**src/rtl/mbx_pkg.sv**
```systemverilog
package mbx_pkg;
  typedef enum logic [1:0] {
    REG_DATA = 2'd0,
    REG_STAT = 2'd1,
    REG_CFG  = 2'd2,
    REG_RSVD = 2'd3
  } mbx_reg_e;

  localparam int STAT_EMPTY = 0;
  localparam int STAT_FULL  = 1;
  localparam int STAT_OVF   = 2;
  localparam int STAT_UDF   = 3;
  localparam int STAT_CNT   = 8;
  localparam int CFG_EDGE   = 4;
endpackage

```
**src/rtl/mbx_arbiter.sv**
```systemverilog
module mbx_arbiter #(
  parameter int N = 3
) (
  input  logic [N-1:0] req_i,
  output logic [N-1:0] gnt_o
);
  // isolate lowest set request bit
  assign gnt_o = req_i & (~req_i + N'(1));
endmodule

```
**src/rtl/mbx_queue.sv**
```systemverilog
module mbx_queue #(
  parameter int DATA_W = 32,
  parameter int DEPTH  = 4
) (
  input  logic              clk_i,
  input  logic              rst_ni,
  input  logic              push_i,
  input  logic              pop_i,
  input  logic              clr_ovf_i,
  input  logic              clr_udf_i,
  input  logic [DATA_W-1:0] wdata_i,
  output logic [DATA_W-1:0] head_o,
  output logic [$clog2(DEPTH+1)-1:0] cnt_o,
  output logic              empty_o,
  output logic              full_o,
  output logic              ovf_o,
  output logic              udf_o
);
  localparam int PTR_W = (DEPTH > 1) ? $clog2(DEPTH) : 1;
  localparam int CNT_W = $clog2(DEPTH+1);

  logic [DATA_W-1:0] mem [DEPTH];
  logic [PTR_W-1:0]  wr_ptr, rd_ptr;
  logic [CNT_W-1:0]  cnt;
  logic              do_push, do_pop;

  assign empty_o = (cnt == '0);
  assign full_o  = (cnt == CNT_W'(DEPTH));
  assign do_push = push_i & ~full_o;
  assign do_pop  = pop_i & ~empty_o;
  assign head_o  = mem[rd_ptr];
  assign cnt_o   = cnt;

  function automatic logic [PTR_W-1:0] nxt(input logic [PTR_W-1:0] p);
    return (p == PTR_W'(DEPTH-1)) ? '0 : p + PTR_W'(1);
  endfunction

  always_ff @(posedge clk_i) begin
    if (do_push) mem[wr_ptr] <= wdata_i;
  end

  always_ff @(posedge clk_i or negedge rst_ni) begin
    if (!rst_ni) begin
      wr_ptr <= '0;
      rd_ptr <= '0;
      cnt    <= '0;
      ovf_o  <= 1'b0;
      udf_o  <= 1'b0;
    end else begin
      if (do_push) wr_ptr <= nxt(wr_ptr);
      if (do_pop)  rd_ptr <= nxt(rd_ptr);
      if (do_push) cnt <= cnt + CNT_W'(1);
      else if (do_pop) cnt <= cnt - CNT_W'(1);
      if (push_i & full_o) ovf_o <= 1'b1;
      else if (clr_ovf_i)  ovf_o <= 1'b0;
      if (pop_i & empty_o) udf_o <= 1'b1;
      else if (clr_udf_i)  udf_o <= 1'b0;
    end
  end
endmodule

```
**src/rtl/mbx_irq.sv**
```systemverilog
module mbx_irq #(
  parameter int N_Q   = 16,
  parameter int N_USR = 4
) (
  input  logic                      clk_i,
  input  logic                      rst_ni,
  input  logic [N_Q-1:0]            ne_i,
  input  logic [N_Q-1:0][N_USR-1:0] en_i,
  input  logic [N_Q-1:0]            edge_i,
  output logic [N_USR-1:0]          irq_o
);
  logic [N_Q-1:0] prev_ne, src;

  always_ff @(posedge clk_i or negedge rst_ni) begin
    if (!rst_ni) prev_ne <= '0;
    else         prev_ne <= ne_i;
  end

  // edge: one cycle on empty -> non-empty; level: while non-empty
  assign src = (edge_i & ne_i & ~prev_ne) | (~edge_i & ne_i);

  always_comb begin
    irq_o = '0;
    for (int u = 0; u < N_USR; u++)
      for (int q = 0; q < N_Q; q++)
        irq_o[u] = irq_o[u] | (src[q] & en_i[q][u]);
  end
endmodule

```
**src/rtl/ipc_mailbox.sv**
```systemverilog
module ipc_mailbox #(
  parameter int N_MST  = 3,
  parameter int N_Q    = 16,
  parameter int N_USR  = 4,
  parameter int DATA_W = 32,
  parameter int DEPTH  = 4
) (
  input  logic                    clk_i,
  input  logic                    rst_ni,
  input  logic [N_MST-1:0]        req_i,
  input  logic [N_MST-1:0]        we_i,
  input  logic [N_MST*($clog2(N_Q)+2)-1:0] addr_i,
  input  logic [N_MST*DATA_W-1:0] wdata_i,
  output logic [N_MST-1:0]        gnt_o,
  output logic                    rvalid_o,
  output logic [DATA_W-1:0]       rdata_o,
  output logic [N_USR-1:0]        irq_o
);
  import mbx_pkg::*;

  localparam int QIDX_W = $clog2(N_Q);
  localparam int ADDR_W = QIDX_W + 2;
  localparam int CNT_W  = $clog2(DEPTH+1);

  logic              win_valid, win_we;
  logic [ADDR_W-1:0] win_addr;
  logic [DATA_W-1:0] win_wdata;
  logic [QIDX_W-1:0] acc_q;
  mbx_reg_e          acc_reg;

  mbx_arbiter #(.N(N_MST)) u_arb (.req_i(req_i), .gnt_o(gnt_o));

  always_comb begin
    win_we    = 1'b0;
    win_addr  = '0;
    win_wdata = '0;
    for (int m = 0; m < N_MST; m++) begin
      if (gnt_o[m]) begin
        win_we    = we_i[m];
        win_addr  = addr_i[m*ADDR_W +: ADDR_W];
        win_wdata = wdata_i[m*DATA_W +: DATA_W];
      end
    end
  end

  assign win_valid = |gnt_o;
  assign acc_q     = win_addr[ADDR_W-1:2];
  assign acc_reg   = mbx_reg_e'(win_addr[1:0]);

  logic [N_Q-1:0]            q_empty, q_full, q_ovf, q_udf, q_edge;
  logic [N_Q-1:0][N_USR-1:0] q_en;
  logic [CNT_W-1:0]          q_cnt  [N_Q];
  logic [DATA_W-1:0]         q_head [N_Q];

  for (genvar q = 0; q < N_Q; q++) begin : g_q
    logic hit, st_wr;
    assign hit   = win_valid && (acc_q == QIDX_W'(q));
    assign st_wr = hit && win_we && (acc_reg == REG_STAT);

    mbx_queue #(.DATA_W(DATA_W), .DEPTH(DEPTH)) u_queue (
      .clk_i    (clk_i),
      .rst_ni   (rst_ni),
      .push_i   (hit && win_we && (acc_reg == REG_DATA)),
      .pop_i    (hit && !win_we && (acc_reg == REG_DATA)),
      .clr_ovf_i(st_wr && win_wdata[STAT_OVF]),
      .clr_udf_i(st_wr && win_wdata[STAT_UDF]),
      .wdata_i  (win_wdata),
      .head_o   (q_head[q]),
      .cnt_o    (q_cnt[q]),
      .empty_o  (q_empty[q]),
      .full_o   (q_full[q]),
      .ovf_o    (q_ovf[q]),
      .udf_o    (q_udf[q])
    );

    always_ff @(posedge clk_i or negedge rst_ni) begin
      if (!rst_ni) begin
        q_en[q]   <= '0;
        q_edge[q] <= 1'b0;
      end else if (hit && win_we && (acc_reg == REG_CFG)) begin
        q_en[q]   <= win_wdata[N_USR-1:0];
        q_edge[q] <= win_wdata[CFG_EDGE];
      end
    end
  end

  mbx_irq #(.N_Q(N_Q), .N_USR(N_USR)) u_irq (
    .clk_i (clk_i),
    .rst_ni(rst_ni),
    .ne_i  (~q_empty),
    .en_i  (q_en),
    .edge_i(q_edge),
    .irq_o (irq_o)
  );

  logic [DATA_W-1:0] rd_mux;
  always_comb begin
    rd_mux = '0;
    unique case (acc_reg)
      REG_DATA: rd_mux = q_empty[acc_q] ? '0 : q_head[acc_q];
      REG_STAT: begin
        rd_mux[STAT_EMPTY]          = q_empty[acc_q];
        rd_mux[STAT_FULL]           = q_full[acc_q];
        rd_mux[STAT_OVF]            = q_ovf[acc_q];
        rd_mux[STAT_UDF]            = q_udf[acc_q];
        rd_mux[STAT_CNT +: CNT_W]   = q_cnt[acc_q];
      end
      REG_CFG: begin
        rd_mux[N_USR-1:0] = q_en[acc_q];
        rd_mux[CFG_EDGE]  = q_edge[acc_q];
      end
      default: rd_mux = '0;
    endcase
  end

  always_ff @(posedge clk_i or negedge rst_ni) begin
    if (!rst_ni) begin
      rvalid_o <= 1'b0;
      rdata_o  <= '0;
    end else begin
      rvalid_o <= win_valid & ~win_we;
      if (win_valid & ~win_we) rdata_o <= rd_mux;
    end
  end
endmodule

```
**config.mk**
```make
export PLATFORM = sky130hd
export DESIGN_NAME = ipc_mailbox
export DESIGN_NICKNAME = d
export VERILOG_FILES = /design/src/rtl/mbx_pkg.sv /design/src/rtl/mbx_arbiter.sv /design/src/rtl/mbx_queue.sv /design/src/rtl/mbx_irq.sv /design/src/rtl/ipc_mailbox.sv
export SDC_FILE = /design/constraint.sdc
export NUM_CORES = 2
export LEC_CHECK = 0
export ABC_CLOCK_PERIOD_IN_PS = 6300
export BUFFER_PORTS_ARGS = -buffer_cell sky130_fd_sc_hd__buf_2
export CORE_MARGIN = 2
export CORE_UTILIZATION = 50
export DETAILED_ROUTE_END_ITERATION = 12
export PLACE_DENSITY_LB_ADDON = 0.05
export RECOVER_POWER = 50
export SYNTH_ARGS = -nofsm -noshare
export SYNTH_HDL_FRONTEND = slang
export SYNTH_SLANG_ARGS = --single-unit
export TNS_END_PERCENT = 1
```
**constraint.sdc**
```tcl
create_clock -name clk_i -period 6.3 [get_ports clk_i]
set_input_delay 0.315 -clock clk_i [delete_from_list [all_inputs] [get_ports clk_i]]
set_output_delay 0.315 -clock clk_i [all_outputs]
set_load 0.03 [all_outputs]
```
==> impl_metrics.ini <==
[status]
status = complete, but fails checks
violations = max-capacitance violations, max-slew violations

[final_layout]
multi_input_area_um2 = 24500
drive_gt1_frac = 0.224
syn_to_final_growth_pct = 11.9
fillers = 14658
final_cell_mix = 2,048 x edfxtp_1, 733 x nand2_1, 529 x mux4_2, 423 x nand3_1, 257 x dfrtp_1
regArea_um2 = 68400
final_cell_area_um2 = 105000
final_common_cell = edfxtp_1
nets = 5781
fin_cells = 8263

[placement]
portBuffers = 161
dp_cells = 7819
hpwl_um = 167000
place_congestion = 0.939
preCtsSetupSlack_ns = 1.71
dpl_cell_area_um2 = 98300

[timing]
fin_crit_sh = 0.808
max_slew_margin = -1.97
worst_hold_slack_ns = 0.0238
fmax_mhz = 196
period_needed_ns = 5.09
maxSlewViolCount = 1947
setup_slack_ns = 1.21
rsz0062_at_grt = false
fin_setup_tns_ns = 0
fin_skew_ns = 0.0199
hold_viol = 0
setup_viol = 0
worst_slew_pin_slew_ns = 4.46

[setup_path]
cp_data_arrival_time_ns = 5.11
crit_fanout = 69
startpoint_type = input pin
crit_path_end_kind = flip-flop
worstPathRequired_ns = 6.32
crit_type = input pin to flip-flop

[die]
die_x_um = 438
pin_count = 162
coreArea_um2 = 187000
die_h_um = 438
placementRows = 159
initial_core_util = 0.502
die_area_um2 = 192000

[global_routing]
grt_util_all_layers = 0.286
antenna_found_initial = 8
grt_max_degree = 144
gr-total-overflow = 0
grt_pass1_vias = 50811
grt_pass1_wl_um = 386000

[clock_network]
clock_sinks = 2321
cts_made_buffers = 233
postCtsSetupBuffers = 0
cts_tree = built
cts_root_buf = clkbuf_16
clock_path_buffers = 3
holdBufCountCts = 4
clock_latency_ns = 0.87
cts_resized = 0
clk_pin_slew_ns = 0.06
cts_htree_levels = 4

[synthesis]
syn_avg_cell_area_um2 = 17.6
netlist_instances = 5336
synth-seq-cells = 2321
yosys.cell_types.count = 71
synth_area_um2 = 94100
synth_ff_type = edfxtp_1
async_reset_ff_frac = 0.118
ys_warn_count = 0
synth-edff-count = 2048
synth_nets = 5554
seq_area_frac_synth = 0.726

[run]
maxCapViolations = 41

[detailed_routing]
finalWirelength_um = 274000
dr.pass1.iters = 5
via_per_inst = 6.20
num_vias = 51261
wire_per_inst_um = 33.1
drcViolationCount = 0
postRouteAntennaNets = 0
first_iter_violations = 6019

[min_path]
hold_path.class = input pin to async pin

[power_and_ir_drop]
power_density_nw_per_um2 = 358
p_leak_nw = 35.3
vdd_drop_max_uv = 311
==> critical path, cell delays in order <==
cell and delay (ns):
clkbuf_1 0.45, buf_4 0.63, a21oi_1 0.25, o21ai_4 0.16
clkbuf_1 3.10
==> sequential cells by signal, indices dropped and copies added (netlist names) <==
name / cells
q_en: 64
rvalid_o: 1
g_q.u_queue.rd_ptr: 32
rdata_o: 32
g_q.u_queue.ovf_o: 16
g_q.u_queue.wr_ptr: 32
g_q.u_queue.mem: 2048
q_edge: 16
g_q.u_queue.cnt_o: 48
g_q.u_queue.udf_o: 16
u_irq.prev_ne: 16
==> synth_stat cells, drive strengths merged, types with 14 or more instances <==
cell / n / area share
a22o: 20 / 0.0019
inv: 67 / 0.0027
fa: 16 / 0.0034
clkbuf: 153 / 0.0061
nor2: 101 / 0.0042
a32o: 45 / 0.0048
xor2: 14 / 0.0013
a31oi: 15 / 0.0010
ha: 80 / 0.011
or3: 16 / 0.0011
mux4: 529 / 0.13
buf: 154 / 0.0083
xnor2: 18 / 0.0017
a221oi: 19 / 0.0018
dfrtp: 273 / 0.073
edfxtp: 2048 / 0.65
nand2: 735 / 0.029
a21oi: 106 / 0.0058
a21o: 21 / 0.0017
mux2i: 15 / 0.0016
and3: 18 / 0.0012
o21ai: 101 / 0.0054
nor3: 56 / 0.0038
nand3: 424 / 0.023
and2: 73 / 0.0049
mux2: 112 / 0.013
==> power by group <==
part           internal [W]  leakage [nW]  switching (W)
Combinational       0.00216          9.65        0.00365
Clock               0.00780          3.61        0.00583
Sequential           0.0174          22.1       0.000804
Total                0.0274          35.3         0.0103
==> path summary, 6_finish.rpt <==
path	start	end	slack (ns)	cells after the start
worst min register to register	g_q[4].u_queue.ovf_o	g_q[4].u_queue.ovf_o	0.50	1
worst min-delay path	rst_ni	g_q[15].u_queue.rd_ptr[0]	0.02	2
worst max register to register	g_q[15].u_queue.cnt_o[0]	rdata_o[10]	2.43	9
worst max-delay path	req_i[1]	g_q[2].u_queue.mem[3][15]	1.21	5
min in group clk_i	addr_i[16]	g_q[14].u_queue.udf_o	0.20	6
max in group asynchronous	rst_ni	g_q[4].u_queue.rd_ptr[0]	2.71	3
==> routing by layer <==
metal  global-route usage  share of wire  vias to the layer above  routed length, um
li1                     -              -                    21457                  -
met1                0.408           0.41                    27274             112000
met2                0.453           0.48                     2121             131000
met3               0.0378          0.066                      407              18100
met4                0.113          0.042                        2              11500
met5                    0        0.00065                        -                179
==> through the flow <==
step | util | power [W]
6_report | 0.562 | 0.0377
5_1_grt | 0.562 | 0.0389
3_3_place_gp | 0.525 | 0.0244
2_1_floorplan | - | 0.0219
3_5_place_dp | 0.525 | 0.0244
4_1_cts | 0.564 | 0.0379
==> cell type report <==
type                    instances  share of cell area
repair buffers                299              0.0165
clock buffers                 314              0.0599
well taps                    2495              0.0296
clock inverters               118              0.0104
flip-flops and latches       2321               0.649
inverters                      67             0.00239
multi-input cells            2641               0.232
diodes                          8            0.000190
==> kinds of logic after synthesis <==
| kind of cell | share of synthesized area |
|---|---|
| fa+ha+maj | 0.0140 |
| compound gates | 0.0286 |
| xor+xnor | 0.00298 |
| simple gates | 0.0699 |
| buf+inv | 0.0171 |
| mux | 0.142 |
| flops | 0.726 |
(Power assumes the default switching activity.)
